<file path="config.mk">
export PLATFORM = sky130hd
export DESIGN_NAME = pdma_channel
export DESIGN_NICKNAME = d
export VERILOG_FILES = /design/src/rtl/pdma_channel.sv
export SDC_FILE = /design/constraint.sdc
export NUM_CORES = 1
export LEC_CHECK = 0
export ABC_CLOCK_PERIOD_IN_PS = 1970
export CORE_MARGIN = 4
export CORE_UTILIZATION = 25
export CTS_CLUSTER_DIAMETER = 50
export DETAILED_ROUTE_END_ITERATION = 10
export GPL_ROUTABILITY_DRIVEN = 0
export PLACE_DENSITY_LB_ADDON = 0.2
export SLEW_MARGIN = 40
export SYNTH_ARGS = -nofsm -noshare
export SYNTH_HDL_FRONTEND = slang
export SYNTH_SLANG_ARGS = --single-unit
</file>
<file path="constraint.sdc">
create_clock -name clk -period 1.97 [get_ports clk]
set_input_delay 0.2955 -clock clk [delete_from_list [all_inputs] [get_ports clk]]
set_output_delay 0.2955 -clock clk [all_outputs]
set_load 0.1 [all_outputs]
</file>
<file path="src/rtl/pdma_channel.sv">
module pdma_channel #(
  parameter int AW          = 32,
  parameter int DW          = 32,
  parameter int BURST_WORDS = 64,
  parameter int TXN_BEATS   = 4,
  parameter int WORD_BYTES  = 4
) (
  input  logic          clk,
  input  logic          rst_n,
  input  logic          start,
  input  logic [AW-1:0] src_base,
  input  logic [AW-1:0] dst_base,
  input  logic          req_valid,
  input  logic [1:0]    req_kind,
  input  logic          req_final,
  output logic          flush,
  output logic          mem_rd_en,
  output logic [AW-1:0] mem_rd_addr,
  input  logic [DW-1:0] mem_rd_data,
  output logic          pw_valid,
  output logic [AW-1:0] pw_addr,
  output logic [DW-1:0] pw_data,
  output logic          pw_last,
  output logic          ack,
  output logic          done,
  output logic          err
);
  localparam int CW = $clog2(BURST_WORDS + 1);
  localparam logic [CW-1:0] BURST_N = CW'(BURST_WORDS);
  localparam logic [CW-1:0] TMASK   = CW'(TXN_BEATS - 1);
  localparam logic [CW-1:0] ONE     = CW'(1);

  typedef enum logic [1:0] {S_IDLE, S_FLUSH, S_WAIT, S_RUN} st_t;
  st_t st;

  logic [AW-1:0] src, dst;
  logic [CW-1:0] cnt, total, wcnt;
  logic          wv, last_req;

  assign flush       = (st == S_FLUSH);
  assign mem_rd_en   = (st == S_RUN) && (cnt != total);
  assign mem_rd_addr = src;
  assign pw_valid    = wv;
  assign pw_addr     = dst;
  assign pw_data     = mem_rd_data;
  assign pw_last     = wv && ((total == ONE) || ((wcnt & TMASK) == TMASK));
  assign ack         = wv && (wcnt == total - ONE);
  assign done        = ack && last_req;

  always_ff @(posedge clk) begin
    if (!rst_n) begin
      st       <= S_IDLE;
      src      <= '0;
      dst      <= '0;
      cnt      <= '0;
      total    <= '0;
      wcnt     <= '0;
      wv       <= 1'b0;
      last_req <= 1'b0;
      err      <= 1'b0;
    end else begin
      wv   <= mem_rd_en;
      wcnt <= cnt;
      if (mem_rd_en) begin
        src <= src + AW'(WORD_BYTES);
        cnt <= cnt + ONE;
      end
      case (st)
        S_IDLE: if (start) begin
          st  <= S_FLUSH;
          src <= src_base;
          dst <= dst_base;
          err <= 1'b0;
        end
        S_FLUSH: st <= S_WAIT;
        S_WAIT: if (req_valid) begin
          if (req_kind[1]) begin
            err <= 1'b1;
          end else begin
            total    <= req_kind[0] ? BURST_N : ONE;
            cnt      <= '0;
            last_req <= req_final;
            st       <= S_RUN;
          end
        end
        S_RUN: if (ack) st <= last_req ? S_IDLE : S_WAIT;
        default: st <= S_IDLE;
      endcase
    end
  end
endmodule

</file>
# == After elaboration in Yosys (flattened, before gate mapping) ==
# Index checks and enable logic that the tools add are counted.
# W data, S select, Z words.
# totals
register_bits,90
latchBits,0
ramBits,0
mem_bits_ro,0
inputBits,103
output_inout_bits,103
wordCells,54
memories,0
# classes
n_addsub,3
multipliers,0
n_div,0
n_lt_le_gt_ge,0
n_eq_ne,12
shifts,0
mux,18
n_bitwise,1
n_reduce_logical,11
# ops
cell,count
$mux W32,3
$mux W7,5
$add A32 B3 Y32 const B,1
$mux W2,5
$ne A2 B2 Y1 const B,5
$pmux W2 S4,1
$reduce_and A4 Y1,2
$add A7 B1 Y7 const B,1
$eq A7 B1 Y1 const B,1
$eq A7 B7 Y1,1
$ne A7 B7 Y1,1
$sub A7 B1 Y7 const B,1
$eq A2 B2 Y1 const B,3
$logic_and A1 B1 Y1,4
$mux W1,3
$reduce_and A3 Y1,1
$eq A2 B1 Y1 const B,1
$logic_not A2 Y1,1
$pmux W1 S2,1
$reduce_and A2 Y1,1
$reduce_bool A2 Y1,1
$logic_or A1 B1 Y1,1
$not A1 Y1,1

# == Logic depth before layout (Yosys ltp) ==
# Gate-level depths: netlist of run 1.
# logic_depth
depth_word,6
depth_mapped,8
depth_no_buf,7

# == Worst setup path before layout of run 1 ==
# No wires, ideal clock.
# synth_path
kind,register -> output
start,register wcnt[0]
end,output done
arrival_ns,3.684
required_ns,1.674
path_slack_ns,-2.010
path_stages_with_launch,5
n_path_buf,0
cell_sequence,dfxtp_1 > or4b_1 > or4_1 > a21oi_1 > and2_1
# synth_via
elab_chain_len,3
# synth_lines
element,line_no,text
from (decl),37,"logic [CW-1:0] cnt, total, wcnt;"
from (signal assigned),63,wcnt <= cnt;
$eq A7 B7 Y1,47,assign ack = wv && (wcnt == total - ONE);
$logic_and A1 B1 Y1,47,
via ack,24,"output logic ack,"
$logic_and A1 B1 Y1,48,assign done = ack && last_req;
to (decl),25,"output logic done,"
# The timed path passes the listed nets, and every way through them passes these cells.

# == Worst setup path after layout of run 1 ==
# layout_path
start,register wcnt[0]
end,output done
# layout_via
elab_chain_len,3
# layout_lines
element,line_no
$eq A7 B7 Y1,47
$logic_and A1 B1 Y1,47
$logic_and A1 B1 Y1,48
# No other way between the ends.

==> results of run 1 <==
[power groups by stage]
stage | clock network, mW | registers (mW) | logic (mW)
6_report | 1.84 | 1.95 | 1.51
5_1_grt | 1.98 | 1.97 | 1.59
4_1_cts | 1.92 | 1.95 | 1.52
3_5_place_dp | 0 | 1.99 | 1.52
3_3_place_gp | 0 | 1.98 | 1.51
2_1_floorplan | 0 | 2.77 | 0.582
[layout by cell type (no fill, tap or decap), types with 4 or more instances in the layout]
cell / n
sky130_fd_sc_hd__a21boi_0: 36
sky130_fd_sc_hd__a21oi_1: 26
sky130_fd_sc_hd__a31oi_1: 7
sky130_fd_sc_hd__and2_1: 10
sky130_fd_sc_hd__and3_1: 7
sky130_fd_sc_hd__buf_12: 9
sky130_fd_sc_hd__buf_4: 87
sky130_fd_sc_hd__clkbuf_16: 10
sky130_fd_sc_hd__clkdlybuf4s50_1: 69
sky130_fd_sc_hd__dfxtp_1: 57
sky130_fd_sc_hd__dfxtp_2: 8
sky130_fd_sc_hd__dfxtp_4: 20
sky130_fd_sc_hd__inv_1: 4
sky130_fd_sc_hd__nand2_1: 82
sky130_fd_sc_hd__nand3_1: 21
sky130_fd_sc_hd__nand4_1: 14
sky130_fd_sc_hd__nor2_1: 10
sky130_fd_sc_hd__o21ai_0: 36
sky130_fd_sc_hd__or3_1: 5
sky130_fd_sc_hd__xnor2_1: 8
sky130_fd_sc_hd__xor2_1: 22
[state kept, by name, summed over array words and instances, names as in the netlist]
| name | count |
|---|---|
| st | 2 |
| last_req | 1 |
| wcnt | 7 |
| pw_valid | 1 |
| mem_rd_addr | 32 |
| err | 1 |
| cnt | 7 |
| total | 2 |
| pw_addr | 32 |
[worst max-delay path: stages (launching register included)]
cell and delay, ps:
sky130_fd_sc_hd__dfxtp_1 310, sky130_fd_sc_hd__or4b_1 520, sky130_fd_sc_hd__or4_4 440, sky130_fd_sc_hd__a21oi_4 150
sky130_fd_sc_hd__and2_4 180, sky130_fd_sc_hd__buf_12 170
[cell families (layout without fill, tap and decap cells)]
family	after synthesis	count (layout)	synth area share
compound gates	112	112	0.171
xor+xnor	30	30	0.0665
flops	85	85	0.431
mux	2	2	0.00507
fa+ha+maj	3	3	0.00950
simple gates	178	178	0.223
buf+inv	65	186	0.0943
[cell type report]
cell class                      count  share of cell area
Clock buffer                       12              0.0476
Multi-Input combinational cell    325               0.328
Timing Repair Buffer              166               0.262
Sequential cell                    85               0.306
Inverter                            4             0.00257
Tap cell                          211              0.0452
Clock inverter                      4             0.00879
[routing by layer]
layer	GRT usage	share of wire	routed length (um)
met1	0.156	0.42	4940
met2	0.201	0.45	5200
met3	0.0687	0.11	1280
met4	0.0463	0.019	216
met5	0	0.0011	13
[worst paths after layout]
path	from	endpoint	cells past startpoint
worst min-delay path	rst_n	mem_rd_addr[2]	3
worst min register to register	pw_addr[6]	pw_addr[6]	2
worst max register to register	wcnt[0]	st[0]	6
worst max-delay path	wcnt[0]	done	5
[timing repair]
action | 4_1_cts | 5_1_grt
resized for setup | 2 | 1
buffers inserted | 1 | 2
setup endpoints to repair | 3 | 4
endpoints found under the hold margin | 0 | 0
pin swaps | 1 | 2
==> impl_results.md, run 1 <==
- Ports: around 210
- Antenna cell count: 0
- Synth Warn #: 0
- Worst reg2reg setup slack: 100 ps
- Reported leakage power: roughly 2.2 nW
- Internal: around 3.4 mW
- Row Count: 45
- Tmin final: about 2400 ps
- Routed via count: about 3,700
- Dominant cell by count in the synthesized netlist: sky130_fd_sc_hd__dfxtp_1
- Number of detailed-routing iterations run before antenna repair: 4
- Via count of the first global-routing pass: 3,741
- Cells after Synth: roughly 480
- Total wire length: 11.6 mm
- Antenna violations before repair: 1
- Data arrival at the endpoint of the critical path: roughly 2100 ps
- Chip Width: roughly 130 um
- DPL Wire Length: roughly 8.5 mm
- Die footprint: between 15,000 and 20,000 um2
- Top post-synthesis cells by count: sky130_fd_sc_hd__dfxtp_1, sky130_fd_sc_hd__nand2_1, sky130_fd_sc_hd__a21boi_0, sky130_fd_sc_hd__o21ai_0, sky130_fd_sc_hd__buf_4
- Port bufs: roughly 140
- Count of final max-slew check failures: 0
- Relative contribution of sequential cells to total power: 0.368
- Class of the worst hold path: input pin to flip-flop
- Maximum VDD drop: between 0.0005 and 0.0006 V
- Fraction of final layout cells sized beyond drive strength 1: 0.253
- Crit end category: output port
- Count of fill cells added during filler insertion: between 1,500 and 2,000
- Maximum fanout count along the critical path: 2
- Final hold violations: 0
- Cell taking the most area after synthesis: sky130_fd_sc_hd__dfxtp_1
- Combinational cell fraction of total power: 0.285
- Post-synthesis instance area: approximately 4000 um2
- Skew-Pair Late Insertion Delay: 340 ps
- Setup repair after global routing missed its margin: true
- Layout Utilization: 0.380
- Net switching power: between 1.5 and 2 mW
- Start-to-end type of the worst setup path: flip-flop to output port
- Failing checks: setup timing
- H-tree levels: 3
- Via-to-Cell Ratio: 4.54
- Run status: finished with violations
- Number of CTS-inserted buffers: 9
- Tightest hold margin: between 300 and 400 ps
- Final clock skew: roughly 9.6 ps
- Placeable core region: 15,400 um2
- CTS tree: built
- Starting density of the core: 0.257
- Global-route wire length before repair: between 15 and 20 mm
- DIE HEIGHT: between 100 and 150 um
- Detail-routed net length per standard cell: 14.4 um
- Number of max-cap violations: 0
- Share of the synthesized area in the top cell type: 0.431
- Part of the power in the clock network: 0.347
- Required time of the critical path: roughly 1700 ps
- Power density over the cells: approximately 900 nW/um2
- Clock sink count: 85
- Overall Global Routing Usage: 0.131
- Share of synthesized area occupied by flip-flops and latches: 0.431
- Final-report setup violation count: 2
- Nets: 697
- Netlist cell types: 36
- Switching Fraction: 0.362
- CTS Hold Buffers Added: 0
- Post-Synthesis Net Count: 581
- Count of flip-flops with a built-in enable after synthesis: 0
- Number of buffers on the longest clock path: 2
- Maximum number of pins on one net before global-route repair: between 50 and 60
- Setup WS post-layout: -427 ps
- Startpoint kind of the worst setup timing path: flip-flop
- Avg Synthesized Cell Area: ~8.3 um2
- Top post-synthesis cells by area: sky130_fd_sc_hd__dfxtp_1, sky130_fd_sc_hd__nand2_1, sky130_fd_sc_hd__a21boi_0
- Remaining Overflow, GRT: 0
- Prevailing post-synth register cell: sky130_fd_sc_hd__dfxtp_1
- Clock slew at reported path FFs: roughly 60 ps
- Post-Place Cells: 788
- Area occupied by registers: between 1500 and 2000 um2
- Non-filler instance count after layout: a little over 800
- Overall Power: about 5.3 mW
- Fraction of registers with async set/reset: 0
- Worst-Margin Slew: approximately 300 ps
- Root Driver: sky130_fd_sc_hd__clkbuf_16
- Fraction of the cycle the final worst path needs: 1.22
- Layout overhead on the synthesized area: 47.7%
- Final Instance Area: approximately 5800 um2
- Residual DRC: 0
- Remaining antenna violation count: 0
- Post-route setup TNS: -816 ps
- Headroom to the max-slew limit: 0.803
- Peak clock frequency supported by timing: 0.417 GHz
- Area of the multi-input gates: around 1900 um2
- Area after detailed placement: between 5000 and 6000 um2
- Synthesized flop and latch total: 85
- Number of DRC markers after the initial detailed-route iteration: about 160
- Worst setup slack after placement: -57.8 ps
(Power assumes the default switching activity.)
==> run 2, diff against run 1 <==
--- a/config.mk
+++ b/config.mk
@@ -7,7 +7,7 @@
 export LEC_CHECK = 0
 export ABC_CLOCK_PERIOD_IN_PS = 1970
 export CORE_MARGIN = 4
-export CORE_UTILIZATION = 25
+export CORE_UTILIZATION = 40
 export CTS_CLUSTER_DIAMETER = 50
 export DETAILED_ROUTE_END_ITERATION = 10
 export GPL_ROUTABILITY_DRIVEN = 0
==> run 2 against run 1 <==
Effect of this change:
- the flow still finishes with violations (setup timing)
- combinational power hardly changed
- design area is 4.4% lower
- maximum frequency rose by 0.35%
- register-to-register slack better by 20 ps
- non-clock buffer count shrank 5
- count of clock-buffer cells in the layout down 2
- setup slack gained 8.4 ps
- cell count shrank 10%
- wire length is 8.6% lower
- utilization rose by 20 points
- flip-flop and latch count stayed put
- largest cell class unchanged
- highest routed layer unchanged
==> impl_results.md, run 2 (synthesis gave the netlist of run 1 again) <==
- Number of cells on the worst reg-to-reg path: 6
- Port bufs: 141
- Setup repair after global routing missed its margin: true
- Most used routing layer: met2
- Class of the worst hold path: input pin to flip-flop
- Number of buffers on the longest clock path: 2
- Worst reg2reg setup slack: between 100 and 150 ps
- Fraction of the cycle the final worst path needs: 1.21
- Via-to-Cell Ratio: between 5 and 6
- Maximum VDD drop: around 0.00053 V
- Maximum fanout count along the critical path: 2
- DPL Wire Length: a little under 8 mm
- Layout overhead on the synthesized area: 41.2%
- Die footprint: ~12,000 um2
- Starting density of the core: 0.408
- Run status: finished with violations
- Nets: between 600 and 700
- Number of DRC markers after the initial detailed-route iteration: around 110
- Remaining antenna violation count: 0
- Total wire length: about 11 mm
- CTS Hold Buffers Added: 0
- Launch instance of the worst min-delay path: rst_n
- Failing checks: setup timing
- Most used cells in the layout excluding fill and tap cells: sky130_fd_sc_hd__buf_4, sky130_fd_sc_hd__nand2_1, sky130_fd_sc_hd__clkdlybuf4s50_1, sky130_fd_sc_hd__dfxtp_1
- Tmin final: roughly 2400 ps
- Placeable core region: slightly below 10,000 um2
- Final-report setup violation count: 2
- Setup WS post-layout: -419 ps
- Final clock skew: between 6 and 7 ps
- Startpoint of the most critical register-to-register path: wcnt[0]
- Remaining Overflow, GRT: 0
- Chip Width: 107 um
- Worst-Margin Slew: between 400 and 500 ps
- Fraction of final layout cells sized beyond drive strength 1: 0.244
- Overall Global Routing Usage: 0.183
- Overall Power: ~4.8 mW
- Peak clock frequency supported by timing: 0.419 GHz
- Row Count: 36
- Startpoint kind of the worst setup timing path: flip-flop
- Routed via count: between 3,000 and 4,000
- Root Driver: sky130_fd_sc_hd__clkbuf_8
- Antenna violations before repair: 1
- Required time of the critical path: approximately 1700 ps
- Met1 Resource Use GR: 0.214
- Power density over the cells: around 850 nW/um2
- Count of final max-slew check failures: 0
- Worst hold path endpoint: mem_rd_addr[15]
- Antenna cell count: 0
- Data arrival at the endpoint of the critical path: about 2100 ps
- Met3 track utilization from global routing: 0.0798
- Headroom to the max-slew limit: 0.682
- Number of max-cap violations: 0
- Crit end category: output port
- Layout Utilization: 0.576
- Detail-routed net length per standard cell: roughly 15 um
- Skew-Pair Late Insertion Delay: 340 ps
- Reg2Reg Capture Point: st[0]
- Ports: between 200 and 250
- CTS tree: built
- Most frequent standard cell in the layout excluding fill and tap cells: sky130_fd_sc_hd__buf_4
- Start-to-end type of the worst setup path: flip-flop to output port
- Clock slew at reported path FFs: roughly 80 ps
- Global-route wire length before repair: around 17 mm
- Area of the multi-input gates: between 1500 and 2000 um2
- Hold path cells: 3
- DIE HEIGHT: between 100 and 150 um
- Critical path, cell by cell: or4b_1, or4_4, a21oi_4, and2_4, buf_12
- Via count of the first global-routing pass: 3,647
- Maximum number of pins on one net before global-route repair: between 50 and 60
- Reported leakage power: 2.16 nW
- H-tree levels: 3
- Clock sink count: 85
- Final hold violations: 0
- Cell with the largest stage delay on the worst path: sky130_fd_sc_hd__or4b_1
- Residual DRC: 0
- Largest stage delay on the critical path: about 500 ps
- Number of CTS-inserted buffers: 9
- Area occupied by registers: about 1800 um2
- Number of detailed-routing iterations run before antenna repair: 5
- Count of fill cells added during filler insertion: between 800 and 900
- GR Layer Usage met2: 0.292
==> run 2: cell count changes in the layout (fill, tap and decap cells not counted) <==
| cell | before | now |
|---|---|---|
| sky130_fd_sc_hd__clkbuf_16 | 10 | 0 |
| sky130_fd_sc_hd__nand2_1 | 82 | 81 |
| sky130_fd_sc_hd__clkinv_1 | 0 | 2 |
| sky130_fd_sc_hd__clkinvlp_4 | 2 | 0 |
| sky130_fd_sc_hd__nand2_2 | 0 | 1 |
| sky130_fd_sc_hd__clkinv_2 | 0 | 2 |
| sky130_fd_sc_hd__buf_4 | 87 | 82 |
| sky130_fd_sc_hd__clkbuf_8 | 2 | 9 |
| sky130_fd_sc_hd__clkbuf_1 | 0 | 1 |
| sky130_fd_sc_hd__bufinv_16 | 1 | 2 |
| sky130_fd_sc_hd__inv_4 | 1 | 0 |
==> run 2: final cells by class <==
class | instances | share of cell area
Multi-Input combinational cell | 325 | 0.344
Sequential cell | 85 | 0.320
Timing Repair Buffer | 161 | 0.267
Tap cell | 133 | 0.0298
Clock buffer | 10 | 0.0229
Clock inverter | 6 | 0.0139
Inverter | 4 | 0.00269
==> run 2: what timing repair did <==
action / CTS / global route
buffers inserted: 0 / 0
endpoints found under the setup margin: 2 / 5
resized for setup: 0 / 4
hold endpoints to repair: 0 / 0
==> run 2: metrics by stage <==
| step | setup WS [ps] | hold WS [ps] | instance area, um2 | TNS (ps) | std cells |
|---|---|---|---|---|---|
| after floorplan | -631 | 425 | 4070 | -1690 | 475 |
| final | -419 | 435 | 5580 | -801 | 724 |
| after global placement | -49.8 | 450 | 5370 | -62.1 | 708 |
| after CTS | -449 | 411 | 5570 | -862 | 724 |
| after detailed placement | -45.7 | 456 | 5370 | -57.8 | 708 |
| after global routing | -500 | 444 | 5580 | -964 | 724 |
==> run 2: how the worst max path moves through the flow <==
stage,depth (start not counted),slack (ps),startpoint,to
after floorplan,4,-630,wcnt[0],done
after global placement,5,-50,wcnt[0],done
after detailed placement,5,-50,wcnt[0],done
after CTS,5,-450,wcnt[0],done
after global routing,5,-500,wcnt[0],done
final,5,-420,wcnt[0],done
==> run 2: worst max-delay path, delay by kind of cell (launching register included) <==
family / cells / cell delay, ps
buffers and inverters: 1 / 170
flip-flops: 1 / 310
AND/OR/NAND/NOR: 3 / 1120
AO/OA/AOI/OAI: 1 / 140
==> run 2: where the power goes <==
| part | switching (mW) | internal [mW] |
|---|---|---|
| Combinational | 1.09 | 0.408 |
| Clock | 0.606 | 0.703 |
| Sequential | 0.103 | 1.84 |
| Total | 1.80 | 2.95 |
==> run 2: layer usage <==
metal	vias to the layer above	routed length [um]
met1	1671	4480
met2	141	4810
met3	15	1190
met4	2	138
met5	-	13
li1	1825	-
==> run 3, diff against run 2 <==
--- a/config.mk
+++ b/config.mk
@@ -5,7 +5,7 @@
 export SDC_FILE = /design/constraint.sdc
 export NUM_CORES = 1
 export LEC_CHECK = 0
-export ABC_CLOCK_PERIOD_IN_PS = 1970
+export ABC_CLOCK_PERIOD_IN_PS = 2300
 export CORE_MARGIN = 4
 export CORE_UTILIZATION = 40
 export CTS_CLUSTER_DIAMETER = 50
==> constraint.sdc (replaced) <==
create_clock -name clk -period 2.3 [get_ports clk]
set_input_delay 0.345 -clock clk [delete_from_list [all_inputs] [get_ports clk]]
set_output_delay 0.345 -clock clk [all_outputs]
set_load 0.1 [all_outputs]
==> run 3 against run 2 <==
Effect of this change:
- the flow still finishes with violations (setup timing)
- utilization shrank 2.3 points
- cell count shrank 1.5%
- hold slack lost 30 ps
- wire length shrank 1.8%
- count of clock-buffer cells in the layout is the same
- via count shrank 1.9%
- power shrank 19%
==> impl_results.md, run 3 (synthesis gave the netlist of run 1 again) <==
- Run status: finished with violations
- Failing checks: setup timing
- Number of max-cap violations: 0
- Layout overhead on the synthesized area: 35.7%
- Combinational cell fraction of total power: 0.326
- Chip Width: approximately 110 um
- Worst-Margin Slew: about 610 ps
- Remaining Overflow, GRT: 0
- Antenna violations before repair: 0
- Most frequent standard cell in the layout excluding fill and tap cells: sky130_fd_sc_hd__nand2_1
- Hold path cells: 3
- Maximum VDD drop: slightly below 0.0004 V
- Via count of the first global-routing pass: roughly 3,500
- Placeable core region: between 9000 and 10,000 um2
- Layout Utilization: 0.554
- Number of CTS-inserted buffers: 9
- Internal: between 2 and 2.5 mW
- Post-route setup TNS: -276 ps
- Tmin final: roughly 2500 ps
- Overall Global Routing Usage: 0.180
- Nets: around 700
- Class of the worst hold path: input pin to flip-flop
- Number of buffers on the longest clock path: 2
- Reg2Reg Capture Point: mem_rd_addr[30]
- Crit end category: output port
- Most used cells in the layout excluding fill and tap cells: sky130_fd_sc_hd__nand2_1, sky130_fd_sc_hd__buf_4, sky130_fd_sc_hd__clkdlybuf4s50_1, sky130_fd_sc_hd__dfxtp_1
- Launch instance of the worst min-delay path: rst_n
- Via-to-Cell Ratio: around 5.0
- Startpoint kind of the worst setup timing path: flip-flop
- Peak clock frequency supported by timing: 0.408 GHz
- Required time of the critical path: around 2000 ps
- Final-report setup violation count: 2
- Fraction of the cycle the final worst path needs: 1.07
- Startpoint of the most critical register-to-register path: mem_rd_addr[10]
- CTS tree: built
- Routed via count: 3,585
- Antenna cell count: 0
- Power density over the cells: just over 700 nW/um2
- Number of cells on the worst reg-to-reg path: 5
- Part of the power in the clock network: 0.241
- Final hold violations: 0
- Port bufs: around 140
- Start-to-end type of the worst setup path: flip-flop to output port
- H-tree levels: 3
- Net switching power: between 1.5 and 2 mW
- Skew-Pair Late Insertion Delay: about 350 ps
- Residual DRC: 0
- Ports: just over 200
- Root Driver: sky130_fd_sc_hd__clkbuf_8
- Number of detailed-routing iterations run before antenna repair: 4
- Worst hold path endpoint: mem_rd_addr[21]
- Non-filler instance count after layout: 713
- Global-route wire length before repair: 16.7 mm
- Reported leakage power: between 2 and 2.5 nW
- Final clock skew: just under 10 ps
- Die footprint: roughly 12,000 um2
- Switching Fraction: 0.399
- Post-Place Cells: roughly 700
- Clock sink count: 85
- Starting density of the core: 0.408
- Setup repair after global routing missed its margin: true
- Relative contribution of sequential cells to total power: 0.434
- Setup bufs post-CTS: 0
- Clock slew at reported path FFs: 80 ps
- Row Count: 36
- CTS Hold Buffers Added: 0
- Maximum fanout count along the critical path: 3
- Data arrival at the endpoint of the critical path: between 2000 and 2500 ps
- DPL Wire Length: 7.65 mm
- Headroom to the max-slew limit: 0.589
- Worst setup slack after placement: roughly 200 ps
- DIE HEIGHT: 107 um
- Number of DRC markers after the initial detailed-route iteration: 110
- Remaining antenna violation count: 0
- Detail-routed net length per standard cell: between 10 and 15 um
- Total wire length: approximately 10 mm
- Fraction of final layout cells sized beyond drive strength 1: 0.229
- Count of final max-slew check failures: 0
- Worst reg2reg setup slack: roughly 330 ps
- Setup WS post-layout: -154 ps
- Maximum number of pins on one net before global-route repair: 66
==> run 3: final cells by class <==
cell class	instances	area (um2)
clock inverters	5	27.5
well taps	133	166
inverters	4	15.0
fillers	896	4320
multi-input cells	325	1900
flip-flops and latches	85	1740
repair buffers	151	1380
clock buffers	10	138
==> run 3: power groups by stage <==
stage	registers (mW)	logic (mW)	clock network [mW]
final	1.68	1.26	0.931
after global placement	1.71	1.26	0
after floorplan	2.37	0.498	0
after CTS	1.68	1.27	0.962
after detailed placement	1.71	1.26	0
after global routing	1.69	1.31	1.03
==> run 3: how the worst max path moves through the flow <==
stage              from   end  slack (ps)
6_report        wcnt[0]  done        -150
5_1_grt         wcnt[0]  done        -230
4_1_cts         wcnt[0]  done        -180
3_5_place_dp   total[0]  done         200
2_1_floorplan   wcnt[0]  done        -350
3_3_place_gp   total[0]  done         220
==> run 3: stage by stage <==
step / hold slack [ps] / power, mW / instance area [um2]
global route: 425 / 4.04 / 5360
finish: 405 / 3.87 / 5360
floorplan: 444 / 2.87 / 4010
CTS: 398 / 3.91 / 5360
global placement: 451 / 2.96 / 5190
detailed placement: 457 / 2.97 / 5190
==> run 3: critical path, stage by stage, from the launching register on <==
cell and delay (ps):
sky130_fd_sc_hd__dfxtp_2 330, sky130_fd_sc_hd__or4b_1 510, sky130_fd_sc_hd__or4_4 440, sky130_fd_sc_hd__a21oi_4 150
sky130_fd_sc_hd__and2_4 170, sky130_fd_sc_hd__buf_12 170
==> run 3: what timing repair did <==
action,CTS,global route
cloned,0,0
pin swaps,0,0
endpoints found under the setup margin,2,3
endpoints found under the hold margin,0,0
resized for setup,2,1
==> run 3: layer usage <==
metal	up-vias	track usage	wire (um)
met5	-	0	0
met4	0	0.0830	195
met3	21	0.0606	877
met2	119	0.303	5090
met1	1645	0.207	4290
li1	1800	-	-
